## src/rtl/dacsync_pkg.sv

```systemverilog
package dacsync_pkg;

    localparam int unsigned DEF_NCH = 2;
    localparam int unsigned DEF_DW  = 12;

    // What a channel does on the next clock edge
    typedef enum logic [1:0] {
        ACT_IDLE   = 2'd0,
        ACT_DIRECT = 2'd1,
        ACT_HOLD   = 2'd2,
        ACT_FLUSH  = 2'd3
    } chan_act_e;

    // Per-channel control bundle, built by the top and consumed by a lane
    typedef struct packed {
        logic wr_hit;
        logic sync_on;
        logic busy;
        logic done;
        logic out_en;
    } chan_ctl_t;

    // A write always wins over a flush because it carries the newer value.
    function automatic chan_act_e pick_action(input chan_ctl_t c, input logic pending);
        chan_act_e a;
        a = ACT_IDLE;
        if (c.wr_hit) begin
            if (c.sync_on && c.busy && !c.done)
                a = ACT_HOLD;
            else
                a = ACT_DIRECT;
        end else if (c.done && pending) begin
            a = ACT_FLUSH;
        end
        return a;
    endfunction

endpackage

```

## src/rtl/dacsync_done_sync.sv

```systemverilog
module dacsync_done_sync (
    input  logic clk,
    input  logic rst,
    input  logic done_async,
    output logic done_pulse
);
    logic meta_q;
    logic stab_q;
    logic hist_q;

    always_ff @(posedge clk) begin
        if (rst) begin
            meta_q <= 1'b0;
            stab_q <= 1'b0;
            hist_q <= 1'b0;
        end else begin
            meta_q <= done_async;
            stab_q <= meta_q;
            hist_q <= stab_q;
        end
    end

    // rising edge of the resynchronized level
    assign done_pulse = stab_q & ~hist_q;

endmodule

```

## src/rtl/dacsync_lane.sv

```systemverilog
module dacsync_lane
    import dacsync_pkg::*;
#(
    parameter int unsigned DW = DEF_DW
) (
    input  logic          clk,
    input  logic          rst,
    input  chan_ctl_t     ctl,
    input  logic [DW-1:0] wr_val,
    output logic [DW-1:0] code,
    output logic          start
);
    logic [DW-1:0] hold_q;
    logic [DW-1:0] code_q;
    logic          pend_q;
    logic          start_q;
    chan_act_e     act;

    assign act = pick_action(ctl, pend_q);

    always_ff @(posedge clk) begin
        if (rst) begin
            hold_q  <= '0;
            code_q  <= '0;
            pend_q  <= 1'b0;
            start_q <= 1'b0;
        end else begin
            start_q <= 1'b0;
            unique case (act)
                ACT_DIRECT: begin
                    hold_q  <= wr_val;
                    code_q  <= wr_val;
                    pend_q  <= 1'b0;
                    start_q <= ctl.out_en;
                end
                ACT_HOLD: begin
                    hold_q  <= wr_val;
                    pend_q  <= 1'b1;
                end
                ACT_FLUSH: begin
                    code_q  <= hold_q;
                    pend_q  <= 1'b0;
                    start_q <= ctl.out_en;
                end
                default: ;
            endcase
        end
    end

    assign code  = code_q;
    assign start = start_q;

endmodule

```

## src/rtl/dacsync_top.sv

```systemverilog
module dacsync_top
    import dacsync_pkg::*;
#(
    parameter int unsigned NCH = DEF_NCH,
    parameter int unsigned DW  = DEF_DW,
    localparam int unsigned CHW = (NCH > 1) ? $clog2(NCH) : 1
) (
    input  logic                    clk,
    input  logic                    rst,
    input  logic                    cfg_wr,
    input  logic                    cfg_sync_on,
    input  logic [NCH-1:0]          cfg_out_en,
    input  logic                    data_wr,
    input  logic [CHW-1:0]          data_ch,
    input  logic [DW-1:0]           data_val,
    input  logic                    adc_busy,
    input  logic                    adc_done,
    output logic [NCH-1:0][DW-1:0]  dac_code,
    output logic [NCH-1:0]          dac_start
);
    logic           sync_q;
    logic [NCH-1:0] oe_q;
    logic           done_pulse;

    // configuration is locked while the ADC converts
    always_ff @(posedge clk) begin
        if (rst) begin
            sync_q <= 1'b0;
            oe_q   <= '0;
        end else if (cfg_wr && !adc_busy) begin
            sync_q <= cfg_sync_on;
            oe_q   <= cfg_out_en;
        end
    end

    dacsync_done_sync u_done (
        .clk        (clk),
        .rst        (rst),
        .done_async (adc_done),
        .done_pulse (done_pulse)
    );

    for (genvar g = 0; g < NCH; g++) begin : g_lane
        chan_ctl_t ctl;

        always_comb begin
            ctl.wr_hit  = data_wr && (data_ch == CHW'(g));
            ctl.sync_on = sync_q;
            ctl.busy    = adc_busy;
            ctl.done    = done_pulse;
            ctl.out_en  = oe_q[g];
        end

        dacsync_lane #(.DW(DW)) u_lane (
            .clk    (clk),
            .rst    (rst),
            .ctl    (ctl),
            .wr_val (data_val),
            .code   (dac_code[g]),
            .start  (dac_start[g])
        );
    end

endmodule

```

## config.mk

```make
export PLATFORM = sky130hd
export DESIGN_NAME = dacsync_top
export DESIGN_NICKNAME = d
export VERILOG_FILES = /design/src/rtl/dacsync_pkg.sv /design/src/rtl/dacsync_done_sync.sv /design/src/rtl/dacsync_lane.sv /design/src/rtl/dacsync_top.sv
export SDC_FILE = /design/constraint.sdc
export NUM_CORES = 1
export LEC_CHECK = 0
export ABC_AREA = 1
export BUFFER_PORTS_ARGS = -buffer_cell sky130_fd_sc_hd__buf_4
export CORE_ASPECT_RATIO = 2
export CORE_MARGIN = 5
export CORE_UTILIZATION = 30
export CTS_CLUSTER_SIZE = 8
export DETAILED_ROUTE_END_ITERATION = 6
export SKIP_CTS_REPAIR_TIMING = 1
export SLEW_MARGIN = 20
export SYNTH_ARGS = -nofsm -noshare
export SYNTH_HDL_FRONTEND = slang
export SYNTH_SLANG_ARGS = --single-unit
export TNS_END_PERCENT = 20
```

## constraint.sdc

```tcl
create_clock -name clk -period 1.6 [get_ports clk]
set_input_delay 0.16 -clock clk [delete_from_list [all_inputs] [get_ports clk]]
set_output_delay 0.16 -clock clk [all_outputs]
set_load 0.02 [all_outputs]
```

==> summary.md <==
| Metric | Value |
|---|---|
| Critical path class | register to register |
| Chip Height | 141 um |
| Worst reg2reg endpoint | g_lane[1].u_lane.code[0] |
| Post-layout util | 0.390 |
| Largest area contributor in the netlist | dfxtp_1 |
| Slew HR | 0.682 |
| Final WS setup | 0.198 ns |
| Vias in the first global route | 2301 |
| I/O pins | 48 |
| Yosys top cell area share | 0.448 |
| Ys Warns | 0 |
| Grt total ovfl | 0 |
| Period utilisation layout | 0.876 |
| First-pass GRT wire length | 10600 um |
| Post-DP HPWL | 4820 um |
| Avg Cell Area, Syn | 6.89 um2 |
| Worst hold path class | input pin to register |
| Cell area after synthesis | 2590 um2 |
| Core Region | 8530 um2 |
| LEAKAGE | 1.62 nW |
| Gpl congestion | 0.806 |
| RSZ-0062 raised after global routing | false |
| Complex-gate fraction of the synthesized area | 0.0637 |
| Min-delay src | adc_done |
| Routed length per instance | 12.3 um |
| Min Hold Slack | 0.0402 ns |
| Critical Path AT | 1.61 ns |
| Synth Area in Adders | 0 |
| Worst Path Max Fanout | 12 |
| Xor and xnor fraction of the mapped netlist area | 0 |
| Vias per inst | 4.62 |
| Post-synth cell types | 24 |
| DRT Pass-1 Iters | 6 |
| Syn Inst Count | 376 |
| Root Driver | clkbuf_16 |
| Power Density | 1160 nW/um2 |
| Final Setup Violations | 0 |
| Antenna viol nets, final | 0 |
| Worst reg2reg path depth | 7 |
| Yosys reg bits | 58 |
| Setup TNS | 0 ns |
| Hold Crit Depth | 3 |
| Final Max Slew Viols | 0 |
| Dpl ws | 0.186 ns |
| Total GRT Usage | 0.131 |
| DR DRC count | 0 |
| Post-Route WL | 6530 um |
| Skew final | 0.00271 ns |
| Via Count | 2442 |
| Worst R2R Start | u_done.stab_q |
| Initial antenna violation count | 0 |
| Largest family of logic cells by synthesized area | simple AND/OR/NAND/NOR gates |
| DR iter-0 viols | 160 |
| Largest cells by area after synthesis | dfxtp_1 45%, nor2_1 14%, nand2_1 11% |
| Share of layout cells above drive strength 1 | 0.205 |
| Sequential cell area fraction in the yosys report | 0.448 |
| Design area | 3330 um2 |
| H-tree levels | 3 |
| Syn Nets | 398 |
| Fmax | 0.713 GHz |
| WP data required | 1.81 ns |
| Worst-path clk slew | 0.05 ns |
| Mux cell area share after synthesis | 0 |
| Diode count | 0 |
| Hold EP | u_done.meta_q |
| Die area | 10700 um2 |
| Buffers on Ports | 47 |
| Largest net degree at the start of global routing | 36 |
| Setup slack, reg-to-reg | 0.20 ns |
| Status | finished, final reports clean |
| Placed Area | 3040 um2 |
| CTS tree | done |
| Initial Util | 0.304 |
| NumNets Final | 446 |
| Clock Sinks | 58 |
| Peak VDD IR | 584 uV |
| CP Launch Type | register |
| Row Count | 48 |
| Clock Latency Late Sink | 0.32 ns |
| Area grow syn2layout | 28.3% |
| Final Hold Fails | 0 |
| Worst slew pin tran | 0.476 ns |
| Die Wd | 75.7 um |
| Min cycle time layout | 1.40 ns |
| Max Cap Viol | 0 |
| Total CTS buffers | 9 |
| Simple-Gate Fraction of Synth Area | 0.388 |
| CP Capture Type | register |
| Clock Tree Buf Depth | 2 |
how the worst max path moves through the flow:
stage                  start                   endpoint  slack [ns]  cells after the start
6_report       u_done.stab_q   g_lane[1].u_lane.code[0]        0.20                      7
5_1_grt        u_done.stab_q  g_lane[1].u_lane.code[10]        0.02                      7
4_1_cts        u_done.stab_q   g_lane[1].u_lane.code[0]        0.17                      7
3_5_place_dp   u_done.stab_q   g_lane[1].u_lane.code[0]        0.19                      7
3_3_place_gp   u_done.stab_q   g_lane[1].u_lane.code[1]        0.23                      7
2_1_floorplan  u_done.stab_q  g_lane[1].u_lane.code[10]        0.43                      8
report_power, final:
group,switching (W),internal (W)
Combinational,0.000299,0.000200
Clock,0.000616,0.00117
Sequential,0.0000480,0.00154
Total,0.000964,0.00291
synthesized netlist by cell type:
library cell	count
nand3b_1	6
nand2_2	3
inv_2	1
nand3_2	1
inv_1	34
nor3b_1	1
nand4_1	24
nor2_1	96
nand2_4	2
buf_2	7
nand3_1	12
nand2_1	73
dfxtp_1	58
o21ai_0	28
clkinv_1	1
clkbuf_1	8
nor2_4	1
buf_4	4
buf_6	2
nor2_2	5
buf_1	2
nor3_2	1
a21oi_1	5
nor3_1	1
metal layers:
metal | track usage | part of all wire | vias up
met4 | 0.0783 | 0.033 | 0
li1 | - | - | 1280
met2 | 0.226 | 0.52 | 58
met3 | 0.0362 | 0.045 | 16
met1 | 0.134 | 0.40 | 1088
met5 | 0 | 0 | -
state kept, by name (all words and copies together), names as in the netlist:
register / flops
g_lane.u_lane.code: 24
g_lane.u_lane.hold_q: 24
g_lane.u_lane.pend_q: 2
g_lane.u_lane.start: 2
oe_q: 2
sync_q: 1
u_done.hist_q: 1
u_done.meta_q: 1
u_done.stab_q: 1
worst max-delay path, cell delays in order, from the launching register on:
cell	delay [ns]
dfxtp_1	0.33
inv_2	0.05
nor2_4	0.14
nand3_1	0.36
nand2_1	0.17
nand2_1	0.06
nor2_1	0.10
nor2_1	0.07
stage by stage:
step / power, W / std cells
floorplan: 0.00193 / 376
global placement: 0.00212 / 513
detailed placement: 0.00212 / 513
CTS: 0.00392 / 529
global route: 0.00407 / 529
finish: 0.00387 / 529
cell usage in the layout (no fill, tap or decap):
master / instances
nand3_1: 12
nand3b_1: 6
clkbuf_8: 3
nand2_2: 3
nor2_4: 1
nor3b_1: 1
nor3_1: 1
clkinv_1: 1
nand3_2: 1
inv_2: 1
nand2_4: 2
nand2_1: 73
nand4_1: 24
clkinv_2: 2
inv_1: 34
clkbuf_1: 2
o21ai_0: 28
nor3_2: 1
dfxtp_1: 58
a21oi_1: 5
clkbuf_16: 9
nor2_2: 5
nor2_1: 96
buf_4: 60
kinds of logic after synthesis:
family | count (synthesis)
compound gates | 33
buf+inv | 59
flops | 58
simple gates | 226
final cells by class:
cell class / instances / area [um2]
fill: 913 / 5200
multi-input combinational: 259 / 1170
sequential: 58 / 1160
timing repair buffer: 60 / 450
clock buffer: 14 / 274
inverter: 36 / 135
tap: 100 / 125
clock inverter: 2 / 10.0
Power figures use the tool's default switching activity.
